### src/rtl/iq_decim_ctl.sv
module iq_decim_ctl #(
   parameter int SEL_W = 3
) (
   input  logic             clk,
   input  logic             rst_n,
   input  logic             en,
   input  logic             is_q,
   input  logic [SEL_W-1:0] sel,
   output logic             keep
);
   localparam logic [SEL_W-1:0] TOP = '1;

   logic [SEL_W-1:0] cnt;
   logic [SEL_W-1:0] sel_q;
   logic             pair_kept;
   logic             take_i;

   // A pair is taken when the count has wrapped or the select has just changed.
   assign take_i = (sel != sel_q) || (cnt == TOP);
   assign keep   = en && (is_q ? pair_kept : take_i);

   always_ff @(posedge clk or negedge rst_n) begin
      if (!rst_n) begin
         cnt       <= TOP;
         sel_q     <= TOP;
         pair_kept <= 1'b0;
      end else if (!en) begin
         cnt       <= TOP;
         sel_q     <= sel;
         pair_kept <= 1'b0;
      end else if (!is_q) begin
         sel_q     <= sel;
         pair_kept <= take_i;
         cnt       <= take_i ? sel : cnt + SEL_W'(1);
      end else begin
         pair_kept <= 1'b0;
      end
   end
endmodule

### src/rtl/iq_fmt_lane.sv
module iq_fmt_lane #(
   parameter int DATA_W    = 8,
   parameter bit Q_FLIP_EN = 1'b1
) (
   input  logic [DATA_W-1:0] din,
   input  logic              is_q,
   input  logic              q_flip,
   output logic [DATA_W-1:0] dout
);
   localparam logic [DATA_W-1:0] SIGN_MASK = {1'b1, {(DATA_W-1){1'b0}}};
   localparam logic [DATA_W-1:0] NEG_MASK  = ~SIGN_MASK;

   logic use_sign;

   generate
      if (Q_FLIP_EN) begin : g_flip
         assign use_sign = !is_q || q_flip;
      end else begin : g_fixed
         logic unused_flip;
         assign unused_flip = q_flip;
         assign use_sign    = !is_q;
      end
   endgenerate

   assign dout = din ^ (use_sign ? SIGN_MASK : NEG_MASK);
endmodule

### src/rtl/iq_decim_fmt.sv
module iq_decim_fmt #(
   parameter int DATA_W    = 8,
   parameter int SEL_W     = 3,
   parameter bit Q_FLIP_EN = 1'b1
) (
   input  logic              clk,
   input  logic              rst_n,
   input  logic              en,
   input  logic [DATA_W-1:0] adc_byte,
   input  logic              q_phase,
   input  logic [SEL_W-1:0]  decim_sel,
   input  logic              q_flip,
   output logic [DATA_W-1:0] host_byte,
   output logic              host_vld
);
   generate
      if (DATA_W < 2) begin : g_bad_width
         $error("iq_decim_fmt: DATA_W must be at least 2");
      end
      if (SEL_W < 1 || SEL_W > 16) begin : g_bad_sel
         $error("iq_decim_fmt: SEL_W out of range");
      end
   endgenerate

   logic              keep;
   logic [DATA_W-1:0] conv;

   iq_decim_ctl #(.SEL_W(SEL_W)) u_ctl (
      .clk   (clk),
      .rst_n (rst_n),
      .en    (en),
      .is_q  (q_phase),
      .sel   (decim_sel),
      .keep  (keep)
   );

   iq_fmt_lane #(.DATA_W(DATA_W), .Q_FLIP_EN(Q_FLIP_EN)) u_lane (
      .din    (adc_byte),
      .is_q   (q_phase),
      .q_flip (q_flip),
      .dout   (conv)
   );

   always_ff @(posedge clk or negedge rst_n) begin
      if (!rst_n) begin
         host_byte <= '0;
         host_vld  <= 1'b0;
      end else begin
         host_vld <= keep;
         if (keep) host_byte <= conv;
      end
   end
endmodule

### config.mk
export PLATFORM = sky130hd
export DESIGN_NAME = iq_decim_fmt
export DESIGN_NICKNAME = d
export VERILOG_FILES = /design/src/rtl/iq_decim_ctl.sv /design/src/rtl/iq_fmt_lane.sv /design/src/rtl/iq_decim_fmt.sv
export SDC_FILE = /design/constraint.sdc
export NUM_CORES = 1
export LEC_CHECK = 0
export BUFFER_PORTS_ARGS = -buffer_cell sky130_fd_sc_hd__buf_2
export CAP_MARGIN = 20
export CORE_UTILIZATION = 52
export CTS_CLUSTER_SIZE = 28
export DETAILED_ROUTE_END_ITERATION = 10
export PLACE_DENSITY = 0.81
export SYNTH_ARGS = -nofsm -noshare
export SYNTH_HDL_FRONTEND = slang
export SYNTH_SLANG_ARGS = --single-unit
### constraint.sdc
create_clock -name clk -period 4.1 [get_ports clk]
set_input_delay 0.41 -clock clk [delete_from_list [all_inputs] [get_ports clk]]
set_output_delay 0.41 -clock clk [all_outputs]
set_load 0.03 [all_outputs]
==> impl_metrics.yaml, run 1 <==
status:
  run_status: "finished clean"
logic_synthesis:
  async_flop_share_pct: 100
  synth_largest_area_cell: "dfrtp_1"
  yosysMostFrequentCell: "mux2_2"
  synth.avg_cell_area_um2: 13.6
  yosysSeqAreaShare_pct: 51.6
  synthTopCellsByArea: "dfrtp_1, dfstp_2, mux2_2, xor2_1, ha_1"
  syn-cell-area_um2: 791
  synth_fp_nets: 76
  ys_seq_elements: 16
  synth-edff-count: 0
  yosysTopAreaCellShare_pct: 31.6
  synthesis.instances: 58
  synth_common_cells: "mux2_2, dfrtp_1, xor2_1"
  ys_types: 19
  synth_ff_type: "dfrtp_1"
  ys_warn_count: 0
clocking:
  cts_sinks: 16
  cts_resized: 0
  clockBufferDepth: 2
  cts_hold_buf: 0
  cts_made_buffers: 3
  path_clk_slew_ns: 0.09
  h-tree-depth: 1
  post_cts.repair.setup_buffers: 0
  clock_latency_ns: 0.29
  cts_tree: "built"
  root_buffer: "clkbuf_4"
placement:
  place.port_buffers: 24
  place_congestion: 0.758
  hpwlAfterDp_mm: 1.01
detailed_routing:
  antenna_left: 0
  firstDrtPassIters: 3
  num_vias: 525
  drt-wirelength-per-cell_um: 13.3
  routed_via_density: 5.25
  drtIter0Drc: 6
  wl_mm: 1.33
  drc: 0
sta:
  tns_ns: 0
  clock_skew_ns: 0.00146
  tightest_slew_ns: 0.507
  rsz0062_at_grt: "no"
  min_period_ns: 1.91
  hold_viol: 0
  min_period_over_period_pct: 46.5
  setup_viol: 0
  fmax_ghz: 0.524
  slew_violations: 0
  maxSlewHeadroom_pct: 65.9
setup_path:
  crit_required_ns: 4.28
  r2r-start: "u_ctl.cnt[0]"
  criticalPathCategory: "reg -> reg"
  worstSetupStartpoint: "u_ctl.cnt[0]"
  cp_data_arrival_time_ns: 2.09
  crit_path_end: "host_byte[4]"
  cp-end-kind: "flip-flop"
  ff2ff_path_depth: 5
  regToRegEndpoint: "host_byte[4]"
  rrSetupSlack_ns: 2.19
  start_kind: "flip-flop"
  worstPathMaxFanout: 9
die:
  core_area_um2: 1350
  initial_core_util_pct: 58.6
  die_h_um: 41.0
  die_area_um2: 1680
  rows: 13
  fp.dieW_um: 41.0
  ios: 25
pwr:
  p_total_uw: 425
  peakVddDrop_mv: 0.293
  p_per_area_nw_per_um2: 444
  leakage_uw: 0.000444
global_route:
  antenna_found_initial: 0
  grt_start_max_net_pins: 17
  gr-total-overflow: 0
  grt_use_total_pct: 19.9
  grt_pass1_vias: 525
  grt_pass1_wl_mm: 2.10
hold_path:
  hp-class: "in -> async"
cells_and_area:
  nets: 104
  drive_gt1_share_pct: 57.6
  area_growth_pct: 21.2
  diodes: 0
flow_run:
  drv_cap: 0
-- metal layers --
layer | vias to the layer above | global-route usage [%] | share of wire, %
met1 | 248 | 22.3 | 45
met2 | 17 | 34.4 | 49
met3 | 4 | 4.89 | 4.4
li1 | 256 | - | -
met4 | 0 | 10.0 | 1.6
met5 | - | 0 | 0
-- state kept, by name, summed over array words and instances (netlist names) --
name,cells
host_byte,8
u_ctl.cnt,3
u_ctl.sel_q,3
host_vld,1
u_ctl.pair_kept,1
-- per-stage QoR --
| stage | cells | hold WS (ns) | util (%) | cell area [um^2] | setup slack (ns) |
|---|---|---|---|---|---|
| floorplan | 58 | 0.114 | - | 791 | 2.34 |
| global placement | 96 | 0.335 | 68.3 | 922 | 2.26 |
| detailed placement | 96 | 0.336 | 68.3 | 922 | 2.19 |
| CTS | 100 | 0.0165 | 71.0 | 958 | 2.18 |
| global route | 100 | 0.0180 | 71.0 | 958 | 2.12 |
| finish | 100 | 0.0134 | 71.0 | 958 | 2.19 |
-- how the worst min path moves through the flow --
stage,cells after the start,to,slack (ns)
after floorplan,0,host_byte[0],0.11
after CTS,1,u_ctl.pair_kept,0.02
after global placement,1,host_byte[2],0.33
final,1,u_ctl.pair_kept,0.01
after detailed placement,1,host_byte[2],0.34
after global routing,1,u_ctl.pair_kept,0.02
-- critical path, cell delays in order, from the launching register on --
cell	delay (ns)
dfstp_2	0.38
ha_1	0.19
ha_1	0.21
nor4_4	0.52
a21oi_4	0.19
mux2_2	0.30
-- layout by cell type, fill, tap and decap left out --
master / n
and2_2: 1
o21ai_0: 1
clkbuf_4: 3
ha_1: 2
buf_2: 24
mux2i_1: 2
nand2_1: 4
nor2_1: 1
xnor2_1: 1
dfrtp_1: 10
nor3b_1: 1
dfstp_2: 6
o311ai_0: 1
nor4_4: 1
o211ai_1: 2
xor2_1: 10
nor2_2: 1
a21oi_4: 1
mux2_2: 11
inv_1: 1
clkbuf_8: 1
-- logic make-up (layout without fill, tap and decap cells) --
| kind of cell | count (synthesis) | in the layout | synth area share, % |
|---|---|---|---|
| multiplexers | 13 | 13 | 18.2 |
| XOR/XNOR | 11 | 11 | 12.2 |
| AO/OA/AOI/OAI | 5 | 5 | 5.70 |
| flip-flops | 16 | 16 | 51.6 |
| adder cells (fa/ha/maj) | 2 | 2 | 3.16 |
| buffers and inverters | 2 | 29 | 1.42 |
| AND/OR/NAND/NOR | 9 | 9 | 7.75 |
-- layout make-up --
type | instances | area (um^2)
flip-flops and latches | 16 | 408
fillers | 105 | 392
multi-input cells | 40 | 372
repair buffers | 24 | 120
clock buffers | 4 | 36.3
well taps | 15 | 18.8
inverters | 1 | 3.75
-- where the power goes --
group,switching (uW),internal (uW),total (uW)
Clock,50.4,54.1,104
Combinational,75.7,47.7,123
Sequential,12.1,185,198
Total,138,287,425
Note: power is estimated with default switching activity, not from simulation.
==> run 2, diff against run 1 <==
CORE_ASPECT_RATIO = 1.2   (was unset)
CORE_UTILIZATION = 48   (was 52)
PLACE_DENSITY = 0.76   (was 0.81)
clock period = 2 ns   (was 4.1 ns; I/O delays follow)
==> run 2 against run 1 <==
  * Fmax rose by 5.9%
  * Global-route usage fell by 1.1 points
  * Sequential power rose by 100%
  * Largest power group unchanged
==> impl_metrics.yaml, run 2 (synthesis results as in run 1) <==
status:
  run_status: "finished clean"
hold_path:
  hp-class: "in -> reg"
  hp-start: "en"
  worstHoldPathCells: 2
  hold_path_end: "u_ctl.cnt[2]"
detailed_routing:
  drtIter0Drc: 1
  drc: 0
  wl_mm: 1.39
  num_vias: 547
  firstDrtPassIters: 4
  antenna_left: 0
  drt-wirelength-per-cell_um: 13.4
  routed_via_density: 5.26
global_route:
  gr-total-overflow: 0
  grt_pass1_vias: 562
  grt_pass1_wl_mm: 2.21
  busiest_layer: "met2"
  grt_use_met1_pct: 17.9
  grt_start_max_net_pins: 17
  use_met2_pct: 34.3
  antenna_found_initial: 0
  use_met3_pct: 5.80
  grt_use_total_pct: 18.7
die:
  rows: 15
  die_h_um: 46.5
  fp.dieW_um: 39.1
  core_area_um2: 1480
  die_area_um2: 1810
  initial_core_util_pct: 53.3
  ios: 25
cells_and_area:
  regMostFlops: "host_byte"
  top_regs: "host_byte: 8 flops, u_ctl.cnt: 3 flops, u_ctl.sel_q: 3 flops"
  drive_gt1_share_pct: 57.5
  fin_area_um2: 978
  diodes: 0
  area_growth_pct: 23.7
  final_common_cell: "buf_2"
  fin_util_pct: 66.0
  nets: 106
  most-common-layout-cells: "buf_2, mux2_2, xor2_1, dfrtp_1, dfstp_2"
  largest_reg_flops: 8
sta:
  min_period_ns: 1.80
  hold_viol: 0
  maxSlewHeadroom_pct: 67.5
  setup_viol: 0
  slew_violations: 0
  tightest_slew_ns: 0.487
  tns_ns: 0
  min_period_over_period_pct: 90.1
  clock_skew_ns: 0.000897
  fmax_ghz: 0.555
  rsz0062_at_grt: "no"
  holdWs_ns: 0.151
clocking:
  root_buffer: "clkbuf_4"
  cts_hold_buf: 1
  cts_made_buffers: 3
  clockBufferDepth: 2
  h-tree-depth: 1
  clock_latency_ns: 0.28
  post_cts.repair.setup_buffers: 0
  cts_tree: "built"
  path_clk_slew_ns: 0.09
  cts_sinks: 16
  cts_resized: 0
placement:
  place_area_um2: 932
  hpwlAfterDp_mm: 1.05
  place.port_buffers: 24
  place_congestion: 0.664
setup_path:
  cp_data_arrival_time_ns: 1.97
  cp-end-kind: "flip-flop"
  rrSetupSlack_ns: 0.20
  crit_required_ns: 2.17
  cp_cell_sequence: "ha_1 > ha_1 > nor4_4 > a21oi_4 > mux2_2"
  cp_slowest_cell: "nor4_4"
  ff2ff_path_depth: 5
  cp_slowest_stage_delay_ns: 0.45
  start_kind: "flip-flop"
  r2r-start: "u_ctl.cnt[0]"
  regToRegEndpoint: "host_byte[3]"
  worstPathMaxFanout: 9
  criticalPathCategory: "reg -> reg"
  path_common_cell: "ha_1"
pwr:
  leakage_uw: 0.000454
  p_total_uw: 869
  peakVddDrop_mv: 0.551
  p_per_area_nw_per_um2: 888
flow_run:
  drv_cap: 0
==> run 2: cell types whose count changed in the layout (fill, tap and decap cells not counted) <==
cell / previous run / this run
buf_4: 0 / 1
dlygate4sd3_1: 0 / 1
==> run 2: power by group <==
group / switching (uW) / leakage (uW) / internal, uW
clock network: 97.7 / 0.0000210 / 111
registers: 24.2 / 0.000183 / 380
logic: 155 / 0.000250 / 101
==> run 2: worst max path at each step <==
stage / endpoint / slack (ns) / start / cells past startpoint
finish: host_byte[3] / 0.20 / u_ctl.cnt[0] / 5
global route: u_ctl.cnt[1] / 0.11 / u_ctl.cnt[0] / 6
CTS: host_byte[3] / 0.18 / u_ctl.cnt[0] / 5
detailed placement: host_byte[5] / 0.22 / u_ctl.cnt[0] / 5
global placement: host_byte[7] / 0.27 / u_ctl.cnt[0] / 5
floorplan: host_byte[0] / 0.24 / u_ctl.cnt[0] / 5
==> run 2: worst max-delay path, delay by kind of cell, from the launching register on <==
family	cells	cell delay (ns)
AND/OR/NAND/NOR	1	0.45
adder cells (fa/ha/maj)	2	0.40
flip-flops	1	0.39
multiplexers	1	0.30
AO/OA/AOI/OAI	1	0.17
==> run 2: metal layers <==
layer	wire (um)	part of all wire [%]
met3	67	4.8
met5	0	0
met2	718	52
met1	595	43
met4	10	0.72
==> run 2: per-stage QoR <==
stage	worst slack [ns]	cells
final	0.199	104
after global routing	0.113	104
after CTS	0.184	104
after detailed placement	0.222	99
after global placement	0.270	99
after floorplan	0.237	58
==> run 2: cell type report <==
cell class / instances / area (um^2)
fill: 124 / 504
sequential: 16 / 408
tap: 17 / 21.3
timing repair buffer: 26 / 138
inverter: 1 / 3.75
clock buffer: 4 / 36.3
multi-input combinational: 40 / 372
